<file path="src/rtl/dma_desc_loader.sv">
module dma_desc_loader (
  input  logic        clk,
  input  logic        rst_n,
  input  logic        start,
  input  logic        unit_done,
  input  logic [15:0] cfg_in,
  input  logic [31:0] next_ptr_in,
  input  logic [31:0] cur_ptr_in,
  input  logic [31:0] saddr_in,
  input  logic [15:0] xcnt_in,
  input  logic [15:0] xmod_in,
  input  logic [15:0] ycnt_in,
  input  logic [15:0] ymod_in,
  output logic        rd_req,
  output logic [31:0] rd_addr,
  input  logic        rd_gnt,
  input  logic [15:0] rd_data,
  output logic [31:0] next_ptr,
  output logic [31:0] saddr,
  output logic [15:0] cfg,
  output logic [15:0] xcnt,
  output logic [15:0] xmod,
  output logic [15:0] ycnt,
  output logic [15:0] ymod,
  output logic [31:0] cur_ptr,
  output logic [31:0] cur_addr,
  output logic [15:0] cur_xcnt,
  output logic [15:0] cur_ycnt,
  output logic        busy,
  output logic        active,
  output logic        done,
  output logic        cfg_err,
  output logic        align_err
);
  localparam logic [2:0] FL_STOP = 3'd0, FL_AUTO = 3'd1, FL_ARRAY = 3'd2,
                         FL_SMALL = 3'd3, FL_LARGE = 3'd4;
  localparam logic [3:0] SLOT_SA_LO = 4'd2;

  typedef enum logic [1:0] {S_IDLE, S_FETCH, S_FINISH} state_t;
  state_t st;

  logic [31:0] fa;
  logic [3:0]  left, slot;
  logic        small_q;

  wire idle       = (st == S_IDLE);
  wire trig_start = start && idle;
  wire held_stop  = (cfg[14:12] == FL_STOP);
  wire trig_unit  = unit_done && idle && active && !held_stop && !start;
  wire stop_unit  = unit_done && idle && active && held_stop && !start;
  wire trig       = trig_start || trig_unit;

  wire [15:0] tc   = trig_start ? cfg_in : cfg;
  wire [2:0]  flow = tc[14:12];
  wire [3:0]  nsz  = tc[11:8];
  wire        unused_cfg_bits = ^{tc[15], tc[7:4], tc[1:0]};

  logic size_ok;
  always_comb begin
    case (flow)
      FL_STOP, FL_AUTO: size_ok = (nsz == 4'd0);
      FL_ARRAY:         size_ok = (nsz >= 4'd1) && (nsz <= 4'd7);
      FL_SMALL:         size_ok = (nsz >= 4'd1) && (nsz <= 4'd8);
      FL_LARGE:         size_ok = (nsz >= 4'd1) && (nsz <= 4'd9);
      default:          size_ok = 1'b0;
    endcase
  end
  wire cfg_ok = size_ok && (tc[3:2] != 2'd3);

  wire [31:0] np_src = trig_start ? next_ptr_in : next_ptr;
  wire [31:0] cp_src = trig_start ? cur_ptr_in : cur_ptr;
  wire [31:0] base   = (flow == FL_ARRAY) ? cp_src : np_src;

  wire misalign = ((cfg[3:2] == 2'd1) && saddr[0]) ||
                  ((cfg[3:2] == 2'd2) && (saddr[1:0] != 2'd0));

  assign rd_req  = (st == S_FETCH);
  assign rd_addr = fa;
  assign busy    = !idle;

  always_ff @(posedge clk or negedge rst_n) begin
    if (!rst_n) begin
      st <= S_IDLE;
      fa <= '0; left <= '0; slot <= '0; small_q <= 1'b0;
      next_ptr <= '0; saddr <= '0; cfg <= '0;
      xcnt <= '0; xmod <= '0; ycnt <= '0; ymod <= '0;
      cur_ptr <= '0; cur_addr <= '0; cur_xcnt <= '0; cur_ycnt <= '0;
      active <= 1'b0; done <= 1'b0; cfg_err <= 1'b0; align_err <= 1'b0;
    end else begin
      done <= 1'b0; cfg_err <= 1'b0; align_err <= 1'b0;
      case (st)
        S_IDLE: begin
          if (trig_start) begin
            cfg <= cfg_in; next_ptr <= next_ptr_in; cur_ptr <= cur_ptr_in;
            saddr <= saddr_in; xcnt <= xcnt_in; xmod <= xmod_in;
            ycnt <= ycnt_in; ymod <= ymod_in;
          end
          if (trig) begin
            active <= 1'b0;
            if (!cfg_ok) cfg_err <= 1'b1;
            else if (nsz == 4'd0) st <= S_FINISH;
            else begin
              st      <= S_FETCH;
              fa      <= base;
              left    <= nsz;
              slot    <= (flow == FL_ARRAY) ? SLOT_SA_LO : 4'd0;
              small_q <= (flow == FL_SMALL);
            end
          end else if (stop_unit) begin
            active <= 1'b0;
          end
        end
        S_FETCH: if (rd_gnt) begin
          case (slot)
            4'd0: next_ptr[15:0]  <= rd_data;
            4'd1: next_ptr[31:16] <= rd_data;
            4'd2: saddr[15:0]     <= rd_data;
            4'd3: saddr[31:16]    <= rd_data;
            4'd4: cfg             <= rd_data;
            4'd5: xcnt            <= rd_data;
            4'd6: xmod            <= rd_data;
            4'd7: ycnt            <= rd_data;
            default: ymod         <= rd_data;
          endcase
          fa   <= fa + 32'd2;
          left <= left - 4'd1;
          slot <= (small_q && slot == 4'd0) ? SLOT_SA_LO : slot + 4'd1;
          if (left == 4'd1) st <= S_FINISH;
        end
        default: begin
          st <= S_IDLE;
          if (cfg[3:2] == 2'd3) cfg_err <= 1'b1;
          else if (misalign) align_err <= 1'b1;
          else begin
            done     <= 1'b1;
            active   <= 1'b1;
            cur_ptr  <= next_ptr;
            cur_addr <= saddr;
            cur_xcnt <= (xcnt == 16'd0) ? 16'hFFFF : xcnt;
            cur_ycnt <= (ycnt == 16'd0) ? 16'hFFFF : ycnt;
          end
        end
      endcase
    end
  end

  AST_REQ_HOLD: assert property (@(posedge clk) disable iff (!rst_n)
    rd_req && !rd_gnt |=> rd_req && $stable(rd_addr));
  AST_ADDR_STEP: assert property (@(posedge clk) disable iff (!rst_n)
    rd_req && rd_gnt |=> !rd_req || (rd_addr == $past(rd_addr) + 32'd2));
  AST_CFG_ERR_NO_READ: assert property (@(posedge clk) disable iff (!rst_n)
    cfg_err |-> !rd_req && !active);
  AST_STROBE_EXCL: assert property (@(posedge clk) disable iff (!rst_n)
    $onehot0({done, cfg_err, align_err}));
  AST_DONE_PULSE: assert property (@(posedge clk) disable iff (!rst_n)
    done |=> !done);
  AST_COUNTS_NONZERO: assert property (@(posedge clk) disable iff (!rst_n)
    done |-> (cur_xcnt != 16'd0) && (cur_ycnt != 16'd0) && active);
  AST_DONE_ALIGNED: assert property (@(posedge clk) disable iff (!rst_n)
    done |-> !((cfg[3:2] == 2'd1) && cur_addr[0]) &&
             !((cfg[3:2] == 2'd2) && (cur_addr[1:0] != 2'd0)));
endmodule

</file>
<file path="config.mk">
export PLATFORM = sky130hd
export DESIGN_NAME = dma_desc_loader
export DESIGN_NICKNAME = d
export VERILOG_FILES = /design/src/rtl/dma_desc_loader.sv
export SDC_FILE = /design/constraint.sdc
export NUM_CORES = 1
export LEC_CHECK = 0
export ABC_CLOCK_PERIOD_IN_PS = 5900
export BUFFER_PORTS_ARGS = -buffer_cell sky130_fd_sc_hd__buf_2
export CAP_MARGIN = 20
export CORE_AREA = 4 4 184 186
export CTS_BUF_LIST = sky130_fd_sc_hd__clkbuf_8 sky130_fd_sc_hd__clkbuf_16
export DETAILED_ROUTE_END_ITERATION = 8
export DIE_AREA = 0 0 188 190
export GPL_ROUTABILITY_DRIVEN = 0
export PLACE_DENSITY = 0.8
export RECOVER_POWER = 50
export SLEW_MARGIN = 0
export SYNTH_ARGS = -nofsm -noshare
export SYNTH_HDL_FRONTEND = slang
export SYNTH_SLANG_ARGS = --single-unit
</file>
<file path="constraint.sdc">
create_clock -name clk -period 5.9 [get_ports clk]
set_clock_uncertainty 0.2 [all_clocks]
set_input_delay 1.77 -clock clk [delete_from_list [all_inputs] [get_ports clk]]
set_output_delay 1.77 -clock clk [all_outputs]
set_load 0.005 [all_outputs]
</file>
==> impl_metrics.yaml <==
power:
  p_total_w: 0.0104
  power_density_nw_per_um2: 598
  seqPwrFrac: 0.378
  power_switching_w: 0.00465
  p_clk_frac: 0.178
  comb_power_share: 0.444
  swShare: 0.447
  p_leak_nw: 7.93
  power.internal_w: 0.00574
  ir_worst_vdd_mv: 0.363
worst_setup_path:
  timing.rr.end: "cur_xcnt[1]"
  cpLargestDelayFamily: "buffers and inverters"
  cp.buffers_inverters: 2
  r2r_setup_slack_ns: 1.01
  crit_fanout: 47
  path_cells: "o21ai_0, inv_2, clkbuf_1, nand2_1, o22a_1"
  r2r-start: "st[1]"
  endpoint_kind: "flip-flop"
  rr_worst_depth: 5
  crit_slowest_cell: "clkbuf_1"
  worst_setup_path_start_kind: "flip-flop"
  cp-startpoint: "st[1]"
  path_class: "reg -> reg"
  cp_num_cells: 5
  worstPathArrival_ns: 5.14
  crit_required_ns: 6.15
  slowest_delay_ns: 1.67
  critPathCapture: "cur_xcnt[1]"
logic_synthesis:
  syn_avg_cell_area_sq_um: 8.78
  synth_ff_type: "dfrtp_1"
  synth_seq_cells: 287
  synth_top_area_share: 0.521
  muxShareOfSynthArea: 0.0200
  async_reset_ff_frac: 1.00
  yosys_warnings: 0
  synth-compound-area-share: 0.220
  ys_seq_area_frac: 0.521
  yosys.area_share.adder: 0.00636
  synth_fp_nets: 1773
  synth_edf_count: 0
  synth_area_leaders: "dfrtp_1 52%, a21oi_1 10%, nor2_1 6.7%"
  synth_top_family_by_area: "compound AO/OA/AOI/OAI gates"
  yosysTopAreaCell: "dfrtp_1"
  synth_xor_area_frac: 0
  synthCells: 1569
  yosys.area_share.simple: 0.193
  synth_area_sq_um: 13800
  yosysUniqueCellTypes: 71
cells_and_area:
  syn_to_final_growth_pct: 26.1
  layout.nets: 2186
  fillers: 2958
  drive_gt1_frac: 0.267
route:
  drc: 0
  antenna_left: 0
  drtIter0Drc: 1660
  firstDrtPassIters: 7
  vias: 15059
  via_per_inst: 6.14
  routed_wl_um: 60000
  wire_per_inst_um: 24.4
floorplanning:
  io_pins: 475
  chipHeight_um: 190
  start_util: 0.427
  dieWidth_um: 188
  design.die.area_sq_um: 35700
  core_sq_um: 32300
  fp-row-count: 66
status:
  status: "finished, violations left"
  failed_checks: "capacitance limit, slew limit"
hold_path:
  hp-class: "reg -> reg"
clock_tree:
  ctsResizeCount: 0
  clk_latency_ns: 0.58
  cts_buffer_depth: 3
  path_clk_slew_ns: 0.06
  cts_max_level: 1
  numCtsBuffers: 30
  postCtsSetupRepairBufs: 0
  root_buffer: "clkbuf_16"
  cts_tree: "built"
  clock-sinks: 287
  cts_hold_buf: 0
grt:
  grt_pass1_wl_um: 88300
  grt_max_degree: 105
  antenna_found_initial: 17
  grt_usage: 0.319
  first_global_vias: 14347
  gr-total-overflow: 0
placed_design:
  port_buffers: 474
  hpwl_um: 42600
sta:
  finalSetupViolCount: 0
  fin_crit_sh: 0.828
  rsz0062_at_grt: "false"
  timing.fmax_ghz: 0.205
  fin_crit_ns: 4.89
  max_slew_margin: -1.46
  final-hold-violation-count: 0
  finalMaxSlewViolations: 219
  tightest_slew_ns: 3.69
  final.setup.tns_ns: 0
flow_run:
  maxCapViolCount: 3
## worst min-delay path by stage
stage,cells after the start,to,slack [ns],startpoint
4_1_cts,2,cur_addr[31],0.27,cur_addr[31]
3_3_place_gp,2,cur_addr[29],0.25,cur_addr[29]
5_1_grt,2,cur_addr[13],0.29,cur_addr[13]
3_5_place_dp,2,cur_addr[31],0.26,cur_addr[31]
6_report,2,cur_addr[13],0.27,cur_addr[13]
2_1_floorplan,2,cur_addr[10],0.27,cur_addr[10]
## registers in the layout, summed over array words and instances, names as in the netlist, 2 cells and up
signal	flops
cfg	16
cur_addr	32
cur_ptr	32
cur_xcnt	16
cur_ycnt	16
left	4
next_ptr	32
rd_addr	32
saddr	32
slot	4
st	2
xcnt	16
xmod	16
ycnt	16
ymod	16
## cell usage in the layout (no fill, tap or decap), drive strengths merged, types with 3 or more instances in the layout
cell      n
o21ai    31
ha        7
and4      3
nand3    35
o211ai    4
buf     456
clkinv   11
a21oi   280
a31oi    17
nand4     8
or3b      5
o22a     33
nand2   208
nand2b    4
dfrtp   287
nor3     21
and2     34
a221oi    3
nor4     15
diode    11
nor3b     6
or3       4
a211oi   23
o22ai    78
and3      7
inv      10
mux2i    26
nor2    248
a311oi   10
clkbuf   84
nor2b     3
a21o      3
## cells by family (layout without fill, tap and decap cells)
logic type,after synthesis,after routing
AO/OA/AOI/OAI,507,507
AND/OR/NAND/NOR,609,609
flip-flops,287,287
other,0,11
adder cells (fa/ha/maj),7,7
buffers and inverters,132,563
multiplexers,27,27
## final cells by class
type                    count  area (sq um)  area share
diodes                     11          27.5     0.00158
clock buffers              36           833      0.0480
clock inverters            14           108     0.00619
inverters                   9          33.8     0.00194
multi-input cells        1150          6100       0.351
flip-flops and latches    287          7180       0.413
well taps                 442           553      0.0318
repair buffers            504          2530       0.146
## power groups by stage
stage | Sequential [W] | Combinational (W) | Clock, W
2_1_floorplan | 0.00373 | 0.00247 | 0
6_report | 0.00393 | 0.00462 | 0.00185
5_1_grt | 0.00403 | 0.00503 | 0.00195
4_1_cts | 0.00388 | 0.00463 | 0.00187
3_5_place_dp | 0.00390 | 0.00459 | 0
3_3_place_gp | 0.00386 | 0.00446 | 0
## per-layer routing
metal	up-vias	global-route usage	routed length [um]
met5	-	0	85
met4	12	0.206	4840
met3	277	0.0862	7220
met2	1180	0.506	27100
met1	7173	0.384	20700
li1	6417	-	-
## worst register-to-register path, delay by kind of cell (launching register included)
kind	cells	cell delay [ns]
simple gates	1	1.02
flops	1	0.69
compound gates	2	0.76
buf+inv	2	2.10
## cell usage after synthesis, types with 6 or more instances
cell and instances:
o21ai_0 29, nor4_1 15, inv_1 8, dfrtp_1 287
mux2i_1 26, nor2_1 246, o22a_1 33, and2_0 6
nand4_1 8, nand2_1 208, ha_1 7, a211oi_1 21
nor3_1 21, buf_2 14, a21oi_1 280, nand3_1 35
clkbuf_1 87, o22ai_1 78, a31oi_1 17, and3_1 7
a311oi_1 9, buf_1 19, and2_1 28
## metrics by stage
stage	setup WS, ns	cells	utilization	instance area [sq um]	hold slack [ns]
2_1_floorplan	2.25	1569	-	13800	0.270
3_3_place_gp	1.48	2392	0.511	16500	0.253
3_5_place_dp	1.42	2392	0.511	16500	0.258
4_1_cts	1.41	2442	0.540	17400	0.272
5_1_grt	0.720	2450	0.538	17400	0.291
6_report	1.01	2453	0.538	17400	0.271
Note: power is estimated with default switching activity, not from simulation.
